<file path="src/rtl/dir_pkg.sv">
package dir_pkg;
  localparam int ADDR_W   = 16;
  localparam int OFF_W    = 3;
  localparam int DATA_W   = 8;
  localparam int FIELD_W  = 6;
  localparam logic [OFF_W-1:0] OFF_LINE  = 3'd4;
  localparam logic [OFF_W-1:0] OFF_ROUTE = 3'd5;

  typedef enum logic [1:0] {
    IRQ_NONE = 2'b00,
    IRQ_TC   = 2'b01,
    IRQ_CTRL = 2'b10,
    IRQ_TEST = 2'b11
  } irq_src_e;

  typedef struct packed {
    logic [1:0] irq_sel;
    logic       rx_en;
    logic       tx_en;
    logic       rx_src;
    logic       tx_src;
  } route_t;

  typedef struct packed {
    logic loop_loc;
    logic loop_rem;
    logic rxclk;
    logic txclk;
    logic rx_on;
    logic tx_on;
  } line_t;
endpackage

</file>
<file path="src/rtl/win_decode.sv">
module win_decode #(
  parameter int ADDR_W = 16,
  parameter int OFF_W  = 3,
  parameter int CTRL_N = 4
) (
  input  logic [ADDR_W-1:0]       addr,
  input  logic [ADDR_W-OFF_W-1:0] base,
  output logic                    hit,
  output logic                    ctrl,
  output logic [OFF_W-1:0]        offset
);
  localparam int SW_W = ADDR_W - OFF_W;

  function automatic logic in_window(input logic [ADDR_W-1:0] a,
                                     input logic [SW_W-1:0] b);
    return a[ADDR_W-1:OFF_W] == b;
  endfunction

  assign offset = addr[OFF_W-1:0];
  assign hit    = in_window(addr, base);
  assign ctrl   = hit && (int'(offset) < CTRL_N);
endmodule

</file>
<file path="src/rtl/reg_bank.sv">
module reg_bank
  import dir_pkg::*;
(
  input  logic              clk,
  input  logic              rst_n,
  input  logic              wr,
  input  logic              hit,
  input  logic [OFF_W-1:0]  offset,
  input  logic [DATA_W-1:0] wdata,
  input  logic              test_mode,
  output route_t            route,
  output line_t             line,
  output logic [DATA_W-1:0] rdata
);
  logic wr_route, wr_line;
  assign wr_route = wr && hit && (offset == OFF_ROUTE);
  assign wr_line  = wr && hit && (offset == OFF_LINE);

  always_ff @(posedge clk or negedge rst_n) begin
    if (!rst_n) begin
      route <= '0;
      line  <= '0;
    end else begin
      if (wr_route) route <= route_t'(wdata[FIELD_W-1:0]);
      if (wr_line)  line  <= line_t'(wdata[FIELD_W-1:0]);
    end
  end

  always_comb begin
    rdata = '0;
    if (hit && offset == OFF_ROUTE) rdata = {2'b00, route};
    else if (hit && offset == OFF_LINE) rdata = {test_mode, 1'b0, line};
  end

  p_route_load_r2: assert property (@(posedge clk) disable iff (!rst_n)
    wr_route |=> route == $past(wdata[FIELD_W-1:0]));
  p_reserved_keep_r3: assert property (@(posedge clk) disable iff (!rst_n)
    (wr && !(hit && offset == OFF_ROUTE)) |=> $stable(route));
endmodule

</file>
<file path="src/rtl/dma_route.sv">
module dma_route (
  input  logic tx_src,
  input  logic rx_src,
  input  logic tx_en,
  input  logic rx_en,
  input  logic a_wait,
  input  logic a_dtr,
  input  logic b_wait,
  output logic tx_req,
  output logic rx_req
);
  function automatic logic pick(input logic sel, input logic p0, input logic p1,
                                input logic en);
    return en && (sel ? p1 : p0);
  endfunction

  assign tx_req = pick(tx_src, a_wait, a_dtr, tx_en);
  assign rx_req = pick(rx_src, a_wait, b_wait, rx_en);
endmodule

</file>
<file path="src/rtl/irq_route.sv">
module irq_route
  import dir_pkg::*;
(
  input  logic [1:0] sel,
  input  logic       share,
  input  logic       tc,
  input  logic       ctrl_irq,
  input  logic       test_mode,
  output logic       irq,
  output logic       oe
);
  function automatic logic irq_pick(input irq_src_e s, input logic sh,
                                    input logic t, input logic c, input logic m);
    case (s)
      IRQ_TC:   return sh && t;
      IRQ_CTRL: return c;
      IRQ_TEST: return m;
      default:  return 1'b0;
    endcase
  endfunction

  assign irq = irq_pick(irq_src_e'(sel), share, tc, ctrl_irq, test_mode);
  assign oe  = share ? irq : 1'b1;
endmodule

</file>
<file path="src/rtl/dma_irq_router.sv">
module dma_irq_router
  import dir_pkg::*;
(
  input  logic              clk,
  input  logic              rst_n,
  input  logic [12:0]       base_sw,
  input  logic [15:0]       bus_addr,
  input  logic [7:0]        bus_wdata,
  input  logic              bus_wr,
  output logic [7:0]        bus_rdata,
  output logic              board_hit,
  output logic              ctrl_sel,
  input  logic              req_a_wait,
  input  logic              req_a_dtr,
  input  logic              req_b_wait,
  input  logic              ctrl_irq,
  input  logic              term_cnt,
  input  logic              test_mode,
  input  logic              strap_share,
  input  logic              strap_regctl,
  output logic              dma_tx_req,
  output logic              dma_rx_req,
  output logic              irq_out,
  output logic              irq_oe,
  output logic              tx_drv_en,
  output logic              rx_drv_en,
  output logic              txclk_drv_en,
  output logic              rxclk_drv_en,
  output logic              loop_local,
  output logic              loop_remote,
  output logic              cfg_err
);
  logic [OFF_W-1:0] offset;
  route_t route;
  line_t  line;
  logic   dma_clash, loop_clash;

  win_decode #(.ADDR_W(ADDR_W), .OFF_W(OFF_W), .CTRL_N(4)) u_dec (
    .addr(bus_addr), .base(base_sw), .hit(board_hit), .ctrl(ctrl_sel),
    .offset(offset));

  reg_bank u_regs (
    .clk(clk), .rst_n(rst_n), .wr(bus_wr), .hit(board_hit), .offset(offset),
    .wdata(bus_wdata), .test_mode(test_mode), .route(route), .line(line),
    .rdata(bus_rdata));

  dma_route u_dma (
    .tx_src(route.tx_src), .rx_src(route.rx_src), .tx_en(route.tx_en),
    .rx_en(route.rx_en), .a_wait(req_a_wait), .a_dtr(req_a_dtr),
    .b_wait(req_b_wait), .tx_req(dma_tx_req), .rx_req(dma_rx_req));

  irq_route u_irq (
    .sel(route.irq_sel), .share(strap_share), .tc(term_cnt),
    .ctrl_irq(ctrl_irq), .test_mode(test_mode), .irq(irq_out), .oe(irq_oe));

  assign tx_drv_en    = strap_regctl ? line.tx_on : 1'b1;
  assign rx_drv_en    = strap_regctl ? line.rx_on : 1'b1;
  assign txclk_drv_en = line.txclk;
  assign rxclk_drv_en = line.rxclk;
  assign loop_local   = line.loop_loc;
  assign loop_remote  = line.loop_rem;

  assign dma_clash  = !route.tx_src && !route.rx_src && route.tx_en && route.rx_en;
  assign loop_clash = line.loop_loc && line.loop_rem;
  assign cfg_err    = dma_clash || loop_clash;

  p_tx_gate_r7: assert property (@(posedge clk) disable iff (!rst_n)
    !route.tx_en |-> !dma_tx_req);
  p_rx_gate_r7: assert property (@(posedge clk) disable iff (!rst_n)
    !route.rx_en |-> !dma_rx_req);
  p_share_hiz_r9: assert property (@(posedge clk) disable iff (!rst_n)
    (strap_share && !irq_out) |-> !irq_oe);
  p_tc_needs_share_r9: assert property (@(posedge clk) disable iff (!rst_n)
    (!strap_share && route.irq_sel == IRQ_TC) |-> !irq_out);
  p_strap_on_r10: assert property (@(posedge clk) disable iff (!rst_n)
    !strap_regctl |-> (tx_drv_en && rx_drv_en));
  p_ctrl_in_win_r1: assert property (@(posedge clk) disable iff (!rst_n)
    ctrl_sel |-> board_hit);
  p_reset_clear_r4: assert property (@(posedge clk)
    !rst_n |=> (route == '0 && line == '0));
endmodule

</file>
<file path="config.mk">
export PLATFORM = sky130hd
export DESIGN_NAME = dma_irq_router
export DESIGN_NICKNAME = d
export VERILOG_FILES = /design/src/rtl/dir_pkg.sv /design/src/rtl/win_decode.sv /design/src/rtl/reg_bank.sv /design/src/rtl/dma_route.sv /design/src/rtl/irq_route.sv /design/src/rtl/dma_irq_router.sv
export SDC_FILE = /design/constraint.sdc
export NUM_CORES = 1
export LEC_CHECK = 0
export BUFFER_PORTS_ARGS = -buffer_cell sky130_fd_sc_hd__buf_2
export CAP_MARGIN = 10
export CELL_PAD_IN_SITES_DETAIL_PLACEMENT = 0
export CELL_PAD_IN_SITES_GLOBAL_PLACEMENT = 1
export CORE_ASPECT_RATIO = 0.75
export CORE_MARGIN = 2
export CORE_UTILIZATION = 30
export DETAILED_ROUTE_END_ITERATION = 10
export PLACE_DENSITY_LB_ADDON = 0.1
export SYNTH_ARGS = -nofsm -noshare
export SYNTH_HDL_FRONTEND = slang
export SYNTH_SLANG_ARGS = --single-unit
</file>
<file path="constraint.sdc">
create_clock -name clk -period 1.9 [get_ports clk]
set_input_delay 0.095 -clock clk [delete_from_list [all_inputs] [get_ports clk]]
set_output_delay 0.095 -clock clk [all_outputs]
set_load 0.1 [all_outputs]
</file>
==> summary.txt <==
Timing
  – Crit path time final: 1.799 ns
  – Final Setup Violations: 0
  – Final Slew Violations: 0
  – Final hold violations: 0
  – Slew margin rel.: 56.33%
  – Tcrit/Tclk final: 94.66%
  – Final setup margin: 0.1015 ns
  – Max Freq: 0.5560 GHz
  – Final Skew: 0 ns
  – Actual slew at the worst max-slew pin: 0.6551 ns
  – RSZ-0062 raised after global routing: no
  – Hold WS: 0.1024 ns

Synth
  – Synthesized instance count: 85
  – Top_reg_cell synth: dfrtp_1
  – Unique masters post-synth: 25
  – Cell area after synthesis: 920.9 µm²
  – Largest family of logic cells by synthesized area: multiplexers
  – Synth warnings: 0
  – Synth Area in Adders: 0%
  – Number of synthesized flops with an enable pin: 0
  – Synthesized flop and latch total: 12
  – Multiplexer area fraction after synthesis: 24.59%
  – Fraction of registers with async set/reset: 100.0%
  – Yosys top cell area share: 32.61%
  – Post-synthesis compound-gate area fraction: 2.446%
  – Mapped Avg Cell Area: 10.83 µm²
  – Top cells by count, synth: mux2_2 (13), dfrtp_1 (12), xnor2_1 (12), mux2i_1 (8), nor3_1 (6)
  – Area contributors post-synth: dfrtp_1 (33%), mux2_2 (16%), xnor2_1 (11%)
  – Post-Synthesis Net Count: 133
  – Yosys top cell by area: dfrtp_1
  – XOR/XNOR share of the synthesized area: 12.36%
  – Top-count cell post-synth: mux2_2
  – Simple-gate area share of the yosys netlist: 23.91%
  – Sequential element share of the synthesized area: 32.61%

Cells and area
  – Nets@finish: 203
  – P&R area growth vs syn: 72.28%
  – Layout cells sized above 1: 66.88%
  – Final core area utilization: 54.05%
  – Ant diodes: 0
  – Non-Filler Instances: 192

Hold path
  – Worst Hold Depth: 2
  – HP Start: bus_wdata[0]
  – Hold WC Path Type: in2reg
  – WHS Endpoint: u_regs.route[0]

Flow run
  – Max-cap viol count: 0

CTS
  – Clock Tree Root: clkbuf_8
  – Cts repair resizes: 0
  – Post-CTS setup buffer count: 0
  – Post-CTS Hold Buffers: 1
  – Maximum root-to-sink buffer count: 2
  – Clk slew on worst S/H paths: 0.05 ns
  – Worst skew pair latency: 0.24 ns
  – Clk sinks: 12
  – TritonCTS clock tree: built
  – Htree depth: 1
  – Num CTS Buffers: 3

GRT
  – Antenna violations before repair: 0
  – Grt total ovfl: 0
  – Met1 usage: 18.79%
  – Largest net degree at the start of global routing: 13
  – Vias in the first global route: 908
  – GRT Max-Usage Layer: met2
  – Grt met3 use: 4.762%
  – First-pass GRT wire length: 3.953 mm
  – GRT Overall Usage: 15.08%
  – Routing usage on met2: 25.57%

Drt
  – Final ANT Viol Nets: 0
  – Initial DRC count: 17
  – WL per Instance: 12.57 µm
  – Via density per instance: 4.802
  – DR vias: 922
  – WL final: 2.414 mm
  – DRC viols: 0
  – First drt pass iteration count: 4

Critical path
  – Critical path class: in2out
  – Worst Path Required: 1.80 ns
  – FF-to-FF path depth: 1
  – Critical Path Start Type: input pin
  – Flop2flop setup slack: 1.10 ns
  – Crit path DAT: 1.70 ns
  – Crit Path Max Fanout: 9
  – Type of destination of the critical path: primary output
  – Worst r2r src: u_regs.line[5]
  – FF-to-FF End: u_regs.line[5]

Placed design
  – PortBufs: 65
  – Placed cells: 187
  – Routability cong.: 0.7721
  – Detailed Place HPWL: 2.078 mm
  – DP Worst Slack: 0.1179 ns

Floorplan
  – Site Rows: 17
  – Placeable Area: 2935 µm²
  – Die Ht: 51.98 µm
  – Ports: 69
  – Die area: 3533 µm²
  – Die Width: 67.98 µm
  – Starting Density: 31.37%

Pwr
  – Lkg Pwr: 0.8139 nW
  – PD cells: 440.3 nW/µm²
  – Worst ir drop on vdd: 511.0 µV

Run status
  – Status: completed
==> layout make-up <==
type / instances / area (µm²)
inverter: 1 / 3.754
multi-input combinational: 69 / 689.4
timing repair buffer: 68 / 485.5
sequential: 12 / 305.3
fill: 257 / 1349
clock buffer: 4 / 55.05
tap: 38 / 47.55
==> worst max-delay path, cell delays in order <==
cell     delay, ns
buf_2         0.10
xnor2_1       0.25
nand4_1       0.16
or4_4         0.68
nor3_4        0.20
buf_12        0.20
==> state kept, by name, indices dropped and copies added (netlist names) <==
| register | cells |
|---|---|
| u_regs.line | 6 |
| u_regs.route | 6 |
==> kinds of logic after synthesis <==
group                  after synthesis
multiplexers                        21
buffers and inverters                4
flip-flops                          12
XOR/XNOR                            13
other                                1
AND/OR/NAND/NOR                     31
AO/OA/AOI/OAI                        3
==> cell usage in the layout, fill, tap and decap left out, drive strengths merged, types with 3 or more instances in the layout <==
| master | instances |
|---|---|
| nand4 | 4 |
| buf | 67 |
| clkbuf | 4 |
| mux2i | 8 |
| xnor2 | 12 |
| nor2 | 3 |
| dfrtp | 12 |
| mux2 | 13 |
| nand3 | 4 |
| nand2b | 4 |
| nor3 | 6 |
==> report_power, final <==
| part | total (W) | internal, W | switching, W |
|---|---|---|---|
| Clock | 0.000273 | 0.000183 | 0.0000906 |
| Sequential | 0.000256 | 0.000256 | 0.000000154 |
| Combinational | 0.000169 | 0.0000695 | 0.0000996 |
==> per-stage QoR <==
stage / total power, W / cell area, µm² / TNS (ns)
detailed placement: 0.0004285 / 1521 / 0
finish: 0.0006986 / 1587 / 0
global placement: 0.0004259 / 1521 / 0
floorplan: 0.0003613 / 1028 / -0.1214
CTS: 0.0007122 / 1587 / 0
global route: 0.0007387 / 1587 / 0
==> routing by layer <==
metal / wire [µm] / share of wire [%]
met1: 1043 / 43
met2: 1163 / 48
met3: 180 / 7.5
met4: 27 / 1.1
met5: 0 / 0
==> worst max path at each step <==
stage | from | end | cells past startpoint
floorplan | u_regs.route[4] | irq_oe | 2
global placement | base_sw[7] | bus_rdata[3] | 6
detailed placement | base_sw[7] | bus_rdata[4] | 6
CTS | base_sw[7] | bus_rdata[3] | 6
global route | base_sw[7] | bus_rdata[4] | 6
finish | base_sw[7] | bus_rdata[3] | 6
Note: power is estimated with default switching activity, not from simulation.
